--- src/rtl/vi_cache_pkg.sv ---
package vi_cache_pkg;

    typedef enum logic {
        OP_GETS = 1'b0,
        OP_GETX = 1'b1
    } bus_op_e;

    typedef enum logic [1:0] {
        ST_IDLE = 2'd0,
        ST_ARB  = 2'd1,
        ST_FILL = 2'd2
    } ctrl_st_e;

endpackage

--- src/rtl/vi_line_array.sv ---
module vi_line_array #(
    parameter int LINES  = 16,
    parameter int TAG_W  = 6,
    parameter int DATA_W = 32,
    localparam int IDX_W = $clog2(LINES)
) (
    input  logic              clk,
    input  logic              rst_n,
    input  logic [IDX_W-1:0]  lk_idx,
    input  logic [TAG_W-1:0]  lk_tag,
    output logic              lk_hit,
    output logic [DATA_W-1:0] lk_data,
    input  logic [IDX_W-1:0]  sn_idx,
    input  logic [TAG_W-1:0]  sn_tag,
    output logic              sn_hit,
    input  logic              inval_en,
    input  logic              wr_en,
    input  logic [IDX_W-1:0]  wr_idx,
    input  logic [TAG_W-1:0]  wr_tag,
    input  logic [DATA_W-1:0] wr_data
);

    typedef struct packed {
        logic [LINES-1:0]             vld;
        logic [LINES-1:0][TAG_W-1:0]  tag;
        logic [LINES-1:0][DATA_W-1:0] dat;
    } arr_t;

    arr_t arr_d, arr_q;

    assign lk_hit  = arr_q.vld[lk_idx] && (arr_q.tag[lk_idx] == lk_tag);
    assign lk_data = arr_q.dat[lk_idx];
    assign sn_hit  = arr_q.vld[sn_idx] && (arr_q.tag[sn_idx] == sn_tag);

    always_comb begin
        arr_d = arr_q;
        // invalidation first; a same-index fill is later in bus order
        if (inval_en) begin
            arr_d.vld[sn_idx] = 1'b0;
        end
        if (wr_en) begin
            arr_d.vld[wr_idx] = 1'b1;
            arr_d.tag[wr_idx] = wr_tag;
            arr_d.dat[wr_idx] = wr_data;
        end
    end

    always_ff @(posedge clk) begin
        if (!rst_n) begin
            arr_q <= '0;
        end else begin
            arr_q <= arr_d;
        end
    end


    snoop_inval_chk: assert property (@(posedge clk) disable iff (!rst_n)
        (inval_en && !(wr_en && wr_idx == sn_idx)) |=> !arr_q.vld[$past(sn_idx)]);


    reset_clear_chk: assert property (@(posedge clk)
        $rose(rst_n) |-> (arr_q.vld == '0));

endmodule

--- src/rtl/vi_ctrl.sv ---
module vi_ctrl
    import vi_cache_pkg::*;
#(
    parameter int ADDR_W = 10,
    parameter int DATA_W = 32
) (
    input  logic              clk,
    input  logic              rst_n,
    input  logic              cpu_req_valid,
    output logic              cpu_req_ready,
    input  logic              cpu_req_we,
    input  logic [ADDR_W-1:0] cpu_req_addr,
    input  logic [DATA_W-1:0] cpu_req_wdata,
    output logic              cpu_rsp_valid,
    output logic [DATA_W-1:0] cpu_rsp_rdata,
    output logic [ADDR_W-1:0] lk_addr,
    input  logic              lk_hit,
    input  logic [DATA_W-1:0] lk_data,
    output logic              wr_en,
    output logic [ADDR_W-1:0] wr_addr,
    output logic [DATA_W-1:0] wr_data,
    output logic              bus_req,
    input  logic              bus_gnt,
    output logic              bus_cmd_valid,
    output logic              bus_cmd_op,
    output logic [ADDR_W-1:0] bus_cmd_addr,
    output logic [DATA_W-1:0] bus_cmd_data,
    input  logic              mem_rsp_valid,
    input  logic [DATA_W-1:0] mem_rsp_data,
    input  logic              snp_valid,
    input  logic              snp_op,
    input  logic [ADDR_W-1:0] snp_addr
);

    typedef struct packed {
        ctrl_st_e          st;
        logic              we;
        logic [ADDR_W-1:0] addr;
        logic [DATA_W-1:0] wdata;
        logic              kill;
        logic              rsp_v;
        logic [DATA_W-1:0] rsp_d;
    } ctl_t;

    ctl_t ctl_d, ctl_q;

    logic snp_x;
    logic kill_accept;
    logic kill_pend;

    assign snp_x       = snp_valid && (snp_op == OP_GETX);
    assign kill_accept = snp_x && (snp_addr == cpu_req_addr);
    assign kill_pend   = snp_x && (snp_addr == ctl_q.addr);

    assign lk_addr = (ctl_q.st == ST_IDLE) ? cpu_req_addr : ctl_q.addr;

    always_comb begin
        ctl_d       = ctl_q;
        ctl_d.rsp_v = 1'b0;
        wr_en       = 1'b0;
        wr_addr     = ctl_q.addr;
        wr_data     = ctl_q.wdata;
        unique case (ctl_q.st)
            ST_IDLE: begin
                if (cpu_req_valid) begin
                    ctl_d.we    = cpu_req_we;
                    ctl_d.addr  = cpu_req_addr;
                    ctl_d.wdata = cpu_req_wdata;
                    ctl_d.kill  = 1'b0;
                    if (!cpu_req_we && lk_hit && !kill_accept) begin
                        ctl_d.rsp_v = 1'b1;
                        ctl_d.rsp_d = lk_data;
                    end else begin
                        ctl_d.st = ST_ARB;
                    end
                end
            end
            ST_ARB: begin
                if (bus_gnt) begin
                    if (ctl_q.we) begin
                        ctl_d.rsp_v = 1'b1;
                        ctl_d.st    = ST_IDLE;
                        wr_en       = lk_hit;
                    end else begin
                        ctl_d.st   = ST_FILL;
                        ctl_d.kill = 1'b0;
                    end
                end
            end
            ST_FILL: begin
                if (kill_pend) begin
                    ctl_d.kill = 1'b1;
                end
                if (mem_rsp_valid) begin
                    ctl_d.rsp_v = 1'b1;
                    ctl_d.rsp_d = mem_rsp_data;
                    ctl_d.st    = ST_IDLE;
                    wr_en       = !(ctl_q.kill || kill_pend);
                    wr_data     = mem_rsp_data;
                end
            end
            default: ctl_d.st = ST_IDLE;
        endcase
    end

    always_ff @(posedge clk) begin
        if (!rst_n) begin
            ctl_q <= '0;
        end else begin
            ctl_q <= ctl_d;
        end
    end

    assign cpu_req_ready = (ctl_q.st == ST_IDLE);
    assign cpu_rsp_valid = ctl_q.rsp_v;
    assign cpu_rsp_rdata = ctl_q.rsp_d;
    assign bus_req       = (ctl_q.st == ST_ARB);
    assign bus_cmd_valid = bus_req && bus_gnt;
    assign bus_cmd_op    = ctl_q.we;
    assign bus_cmd_addr  = ctl_q.addr;
    assign bus_cmd_data  = ctl_q.wdata;


    req_hold_chk: assert property (@(posedge clk) disable iff (!rst_n)
        (bus_req && !bus_gnt) |=> (bus_req && $stable(bus_cmd_addr)));


    ready_low_chk: assert property (@(posedge clk) disable iff (!rst_n)
        bus_req |-> !cpu_req_ready);


    hit_no_bus_chk: assert property (@(posedge clk) disable iff (!rst_n)
        (cpu_req_ready && cpu_req_valid && !cpu_req_we && lk_hit && !snp_x)
            |=> (cpu_rsp_valid && !bus_req));


    gnt_vs_snoop_chk: assert property (@(posedge clk) disable iff (!rst_n)
        bus_gnt |-> (!snp_valid && bus_req));


    fill_only_pending_chk: assert property (@(posedge clk) disable iff (!rst_n)
        mem_rsp_valid |-> (ctl_q.st == ST_FILL));

endmodule

--- src/rtl/snoop_vi_cache.sv ---
module snoop_vi_cache
    import vi_cache_pkg::*;
#(
    parameter int ADDR_W = 10,
    parameter int DATA_W = 32,
    parameter int LINES  = 16
) (
    input  logic              clk,
    input  logic              rst_n,
    input  logic              cpu_req_valid,
    output logic              cpu_req_ready,
    input  logic              cpu_req_we,
    input  logic [ADDR_W-1:0] cpu_req_addr,
    input  logic [DATA_W-1:0] cpu_req_wdata,
    output logic              cpu_rsp_valid,
    output logic [DATA_W-1:0] cpu_rsp_rdata,
    output logic              bus_req,
    input  logic              bus_gnt,
    output logic              bus_cmd_valid,
    output logic              bus_cmd_op,
    output logic [ADDR_W-1:0] bus_cmd_addr,
    output logic [DATA_W-1:0] bus_cmd_data,
    input  logic              mem_rsp_valid,
    input  logic [DATA_W-1:0] mem_rsp_data,
    input  logic              snp_valid,
    input  logic              snp_op,
    input  logic [ADDR_W-1:0] snp_addr
);

    localparam int IDX_W = $clog2(LINES);
    localparam int TAG_W = ADDR_W - IDX_W;

    logic [ADDR_W-1:0] lk_addr;
    logic              lk_hit;
    logic [DATA_W-1:0] lk_data;
    logic              sn_hit;
    logic              inval_en;
    logic              wr_en;
    logic [ADDR_W-1:0] wr_addr;
    logic [DATA_W-1:0] wr_data;

    assign inval_en = snp_valid && (snp_op == OP_GETX) && sn_hit;

    vi_ctrl #(
        .ADDR_W (ADDR_W),
        .DATA_W (DATA_W)
    ) ctrl_i (
        .clk           (clk),
        .rst_n         (rst_n),
        .cpu_req_valid (cpu_req_valid),
        .cpu_req_ready (cpu_req_ready),
        .cpu_req_we    (cpu_req_we),
        .cpu_req_addr  (cpu_req_addr),
        .cpu_req_wdata (cpu_req_wdata),
        .cpu_rsp_valid (cpu_rsp_valid),
        .cpu_rsp_rdata (cpu_rsp_rdata),
        .lk_addr       (lk_addr),
        .lk_hit        (lk_hit),
        .lk_data       (lk_data),
        .wr_en         (wr_en),
        .wr_addr       (wr_addr),
        .wr_data       (wr_data),
        .bus_req       (bus_req),
        .bus_gnt       (bus_gnt),
        .bus_cmd_valid (bus_cmd_valid),
        .bus_cmd_op    (bus_cmd_op),
        .bus_cmd_addr  (bus_cmd_addr),
        .bus_cmd_data  (bus_cmd_data),
        .mem_rsp_valid (mem_rsp_valid),
        .mem_rsp_data  (mem_rsp_data),
        .snp_valid     (snp_valid),
        .snp_op        (snp_op),
        .snp_addr      (snp_addr)
    );

    vi_line_array #(
        .LINES  (LINES),
        .TAG_W  (TAG_W),
        .DATA_W (DATA_W)
    ) lines_i (
        .clk      (clk),
        .rst_n    (rst_n),
        .lk_idx   (lk_addr[IDX_W-1:0]),
        .lk_tag   (lk_addr[ADDR_W-1:IDX_W]),
        .lk_hit   (lk_hit),
        .lk_data  (lk_data),
        .sn_idx   (snp_addr[IDX_W-1:0]),
        .sn_tag   (snp_addr[ADDR_W-1:IDX_W]),
        .sn_hit   (sn_hit),
        .inval_en (inval_en),
        .wr_en    (wr_en),
        .wr_idx   (wr_addr[IDX_W-1:0]),
        .wr_tag   (wr_addr[ADDR_W-1:IDX_W]),
        .wr_data  (wr_data)
    );


    store_no_alloc_chk: assert property (@(posedge clk) disable iff (!rst_n)
        (bus_cmd_valid && bus_cmd_op == OP_GETX && !lk_hit) |-> !wr_en);

endmodule

--- config.mk ---
export PLATFORM = sky130hd
export DESIGN_NAME = snoop_vi_cache
export DESIGN_NICKNAME = d
export VERILOG_FILES = /design/src/rtl/vi_cache_pkg.sv /design/src/rtl/vi_line_array.sv /design/src/rtl/vi_ctrl.sv /design/src/rtl/snoop_vi_cache.sv
export SDC_FILE = /design/constraint.sdc
export NUM_CORES = 2
export LEC_CHECK = 0
export BUFFER_PORTS_ARGS = -buffer_cell sky130_fd_sc_hd__clkbuf_2
export CAP_MARGIN = 20
export CORE_ASPECT_RATIO = 1.1
export CORE_MARGIN = 5
export CORE_UTILIZATION = 30
export DETAILED_ROUTE_END_ITERATION = 7
export HOLD_SLACK_MARGIN = 0.15
export SYNTH_ARGS = -nofsm -noshare
export SYNTH_HDL_FRONTEND = slang
export SYNTH_HIERARCHICAL = 1
export SYNTH_SLANG_ARGS = --single-unit
export TNS_END_PERCENT = 10
--- constraint.sdc ---
create_clock -name clk -period 11.85 [get_ports clk]
set_clock_uncertainty 0.1 [all_clocks]
set_input_delay 3.555 -clock clk [delete_from_list [all_inputs] [get_ports clk]]
set_output_delay 3.555 -clock clk [all_outputs]
set_load 0.05 [all_outputs]
== Yosys cells after proc, flatten, opt, wreduce, memory -nomap -nowiden ==
Cells that the tools add are included.

* Output and inout bits: 79
* Bits in registers: 703

* Reductions and logical operators: 22
* Magnitude comparators: 5
* Muxes and demuxes: 43
* Equality and inequality tests: 13
* Bitwise operators: 3

{| class="wikitable"
|+ Operators by type and width
! operator !! number
|-
| 2-to-1 mux 624 bit || 1
|-
| bitwise mux 512 bit || 1
|-
| binary-select mux 32 bit (select 4 bit) || 1
|-
| demux 32 bit (select 4 bit) || 1
|-
| 2-to-1 mux 32 bit || 4
|-
| bitwise mux 96 bit || 1
|-
| 2-to-1 mux 79 bit || 1
|-
| 2-to-1 mux 33 bit || 2
|-
| case mux 32 bit (2 select lines) || 1
|-
| binary-select mux 6 bit (select 4 bit) || 2
|-
| demux 6 bit (select 4 bit) || 1
|-
| equality test 10 bit || 2
|-
| 2-to-1 mux 6 bit || 3
|-
| bitwise AND 16 bit || 1
|-
| 2-to-1 mux 16 bit || 1
|-
| inverter 16 bit || 1
|-
| OR 16 bit || 1
|-
| less-than comparator 4 x 5 -> 1 bit, second input constant || 3
|-
| equality test 6 bit || 2
|-
| case mux 2 bit (3 select lines) || 2
|-
| logical AND 1 bit || 11
|-
| 2-to-1 mux 1 bit || 10
|-
| 2-to-1 mux 10 bit || 1
|-
| 2-to-1 mux 2 bit || 5
|-
| 16 further kinds || 27
|}

== Depth between registers and ports, before layout ==
* Depth after elaboration: 11
* Mapped depth: 22
* Gate-level depth less buffers: 15

== Hierarchy ==
Netlist, hierarchy kept.

{| class="wikitable"
|+ By module, submodules not included
! module !! cells an instance !! area each (µm²) !! instances !! sequential area each (µm²)
|-
| vi_line_array || 3176 || 29041.6 || 1 || 12492.0
|-
| vi_ctrl || 607 || 4749.6 || 1 || 1581.5
|-
| snoop_vi_cache || 1 || 6.3 || 1 || 0.0
|}

== Worst setup path after synthesis ==
Ideal clock, no wire load.

* Path type: input to output
* Start point: in bus_gnt
* End point: out bus_cmd_valid
* Stages on the path: 1
* Data required time: 8195 ps
* Path buffers: 0
* Arrival time: 3999 ps
* Slack: 4196 ps
* Path through: and2_1

* Cells in the longest elaborated chain, start to end: 1

{| class="wikitable"
|+ Ends and longest elaborated chain
! element !! line !! source
|-
| start, declared || snoop_vi_cache.sv:18 || <nowiki>input logic bus_gnt,</nowiki>
|-
| logical AND 1 bit || vi_ctrl.sv:118 || <nowiki>assign bus_cmd_valid = bus_req && bus_gnt;</nowiki>
|-
| end, declared || snoop_vi_cache.sv:19 || <nowiki>output logic bus_cmd_valid,</nowiki>
|}

Every way passes these cells.

==> run summary <==
### Status
- outcome: completed

### Drt
- via density per instance: 5.13
- DRC marker count from the first detailed-route iteration: 2305
- TritonRoute pass-1 iters: 5
- number of nets with antenna violations after detailed routing: 0
- DRC violation count after routing: 0
- Routed Wire Length: 110000 um
- total number of vias: 26600
- drt wl/cell: 21.3 um

### Global route
- number of global-route vias before repair: 26000
- global-route wire length before repair: 165000 um
- number of antenna violations at the first check in global routing: 0
- largest net degree at the start of global routing: 255
- all-layer global routing usage: 0.178
- met2 track demand over resource: 0.306
- global routing's busiest layer: met2
- GR Util met1: 0.231
- met3 capacity usage during global routing: 0.0243
- Overflow after GRT: 0

### Critical path
- reg2reg setup slack: 5.09 ns
- maximum fanout along the worst path: 71
- data required time at the worst endpoint: 12.24 ns
- Critical Setup Path Class: primary input to register
- critical path endpoint category: register
- data arrival time of the worst path: 8.95 ns
- Setup crit start kind: primary input

### Yosys
- mux contribution to synthesized area: 0.155
- part of the Yosys area used for sequential elements: 0.416
- Main synth FF type: sky130_fd_sc_hd__dfxtp_1
- Cell variety after synth: 53
- synthesized instance count: 3784
- commonest cells in the netlist: 1448 x sky130_fd_sc_hd__nand2_1, 703 x sky130_fd_sc_hd__dfxtp_1, 626 x sky130_fd_sc_hd__a21boi_0
- area share of xor/xnor cells in the synthesized design: 0.0101
- post-synth top area cell: sky130_fd_sc_hd__dfxtp_1
- synthesized-area fraction occupied by and/or/nand/nor cells: 0.181
- Compound-Gate Fraction of Synth Area: 0.170
- syn nets: 3881
- total standard cell area after synthesis: 33800 um^2
- synthesis-stage register bit count: 703
- largest family of logic cells by synthesized area: simple AND/OR/NAND/NOR gates
- share of Yosys cell area claimed by the top area cell type: 0.416
- EDFF count, synth: 0
- Synth Warn #: 6
- share of flip-flops with an asynchronous set or reset after synthesis: 0
- per-instance average area after synthesis: 8.93 um^2
- cells taking the most area after synthesis: sky130_fd_sc_hd__dfxtp_1 42%, sky130_fd_sc_hd__nand2_1 16%, sky130_fd_sc_hd__a21boi_0 14%
- most frequent cell after synthesis: sky130_fd_sc_hd__nand2_1
- post-synthesis adder-cell area fraction: 0.00185

### Power and ir drop
- clock network fraction of design power: 0.434
- Lkg Pwr: 0.0120 uW
- combinational fraction of design power: 0.098
- relative contribution of sequential cells to total power: 0.467
- cell internal pwr: 3810 uW
- power density over the cells: 138 nW/um^2
- Max rail drop VDD: 104 uV
- sw frac: 0.259
- net switching power: 1330 uW

### STA
- worst-margin pin slew: 1.27 ns
- slew margin rel.: 0.151
- minimum period implied by the final worst setup slack: 8.56 ns
- Setup Total Neg Slack: 0 ns
- total of endpoints with negative setup slack in the final report: 0
- unrepaired setup endpoints after global routing: false
- pins over their slew limit: 0
- fraction of the cycle the final worst path needs: 0.723
- number of failing hold endpoints at the final stage: 0
- Fmax: 117 MHz
- Fin Hold WS: 0.360 ns

### Floorplan
- core area: 112000 um^2
- num ports: 171
- chip width: 330 um
- Initial Utilization: 0.301
- FP Rows: 129
- die outline area: 119000 um^2
- vertical die dimension: 362 um

### Clock network
- total number of H-tree levels: 3
- clock buffer count from CTS: 69
- buffer depth of the longest clock path: 3
- CTS tree: built
- number of clock sinks: 703
- clock slew at reported path FFs: 0.07 ns
- post-CTS setup buffer count: 0
- later-pin clock latency in the skew report: 0.61 ns
- hold_buf cts: 0
- Resized cells post-CTS: 0
- library cell used as clock root buffer: sky130_fd_sc_hd__clkbuf_16

### Min path
- worst min-delay path class: register to register

### Layout
- fin util: 0.332
- Non-Filler Instances: 5178
- layout overhead on the synthesized area: 10.0%
- nets@finish: 3718
- count of inserted antenna diode cells: 0
- fraction of final layout cells sized beyond drive strength 1: 0.169

### Placed design
- gpl congestion: 0.826
- hpwl dp: 65000 um
- Post-Place Cells: 5056
- total of buffers placed on input and output ports: 170

### Run
- max_cap viols: 0

[cells in the final DEF (no fill, tap or decap), types with 9 or more instances in the layout]
cell type,n
sky130_fd_sc_hd__clkbuf_2,169
sky130_fd_sc_hd__a21oi_1,52
sky130_fd_sc_hd__mux4_1,9
sky130_fd_sc_hd__clkinv_2,10
sky130_fd_sc_hd__o21ai_0,24
sky130_fd_sc_hd__mux2i_1,29
sky130_fd_sc_hd__xor2_1,25
sky130_fd_sc_hd__mux4_2,204
sky130_fd_sc_hd__nor3_1,36
sky130_fd_sc_hd__clkbuf_8,16
sky130_fd_sc_hd__clkbuf_16,71
sky130_fd_sc_hd__a311oi_2,30
sky130_fd_sc_hd__a21boi_0,626
sky130_fd_sc_hd__xnor2_1,14
sky130_fd_sc_hd__nand2_1,1440
sky130_fd_sc_hd__dfxtp_1,703
sky130_fd_sc_hd__clkbuf_1,17
sky130_fd_sc_hd__buf_4,50
[stage by stage]
step	power (uW)	setup slack (ns)	instance area (um^2)
global route	5290	2.92	37200
global placement	2960	2.96	34900
CTS	5180	3.29	37200
finish	5140	3.29	37200
floorplan	2840	4.20	33800
detailed placement	2960	2.63	34900
[final timing paths]
kind | startpoint | endpoint | cells after the start
hold reg to reg | register | register | 2
hold / removal | register | register | 2
setup reg to reg | ctrl_i/ctl_q[78] | register | 16
setup / recovery | cpu_req_addr[1] | register | 15
[worst max-delay path, cell delays in order]
cell and delay [ns]:
sky130_fd_sc_hd__clkbuf_2 0.14, sky130_fd_sc_hd__mux2_8 0.67, sky130_fd_sc_hd__mux4_2 0.59, sky130_fd_sc_hd__mux2i_1 0.26, sky130_fd_sc_hd__xor2_1 0.17, sky130_fd_sc_hd__a21oi_1 0.10
sky130_fd_sc_hd__a2111oi_2 0.28, sky130_fd_sc_hd__and4_1 0.27, sky130_fd_sc_hd__nand3_1 0.09, sky130_fd_sc_hd__a21boi_0 0.42, sky130_fd_sc_hd__nor2b_1 0.82, sky130_fd_sc_hd__nand3_2 0.82
sky130_fd_sc_hd__buf_4 0.52, sky130_fd_sc_hd__nand2_1 0.11, sky130_fd_sc_hd__a21boi_0 0.08
[routing by layer]
| layer | routed length (um) | up-vias |
|---|---|---|
| met1 | 46000 | 13100 |
| met2 | 53500 | 925 |
| met4 | 3380 | 0 |
| li1 | - | 12300 |
| met5 | 0 | - |
| met3 | 7270 | 189 |
[power groups by stage]
stage               clock network [uW]  logic, uW  registers, uW
floorplan                            0        400           2440
global placement                     0        504           2460
detailed placement                   0        505           2460
CTS                               2280        505           2400
global route                      2360        533           2400
finish                            2230        505           2400
[logic make-up after synthesis]
group	count (synthesis)
simple gates	1564
compound gates	755
flops	703
buf+inv	465
mux	253
xor+xnor	39
fa+ha+maj	5
[layout make-up]
class	instances	area [um^2]
Sequential cell	703	14100
Multi-Input combinational cell	2616	17700
Clock buffer	104	2060
Tap cell	1506	1880
Clock inverter	18	183
Inverter	9	36.3
Fill cell	11500	75000
Timing Repair Buffer	222	1280
(Power assumes the default switching activity.)
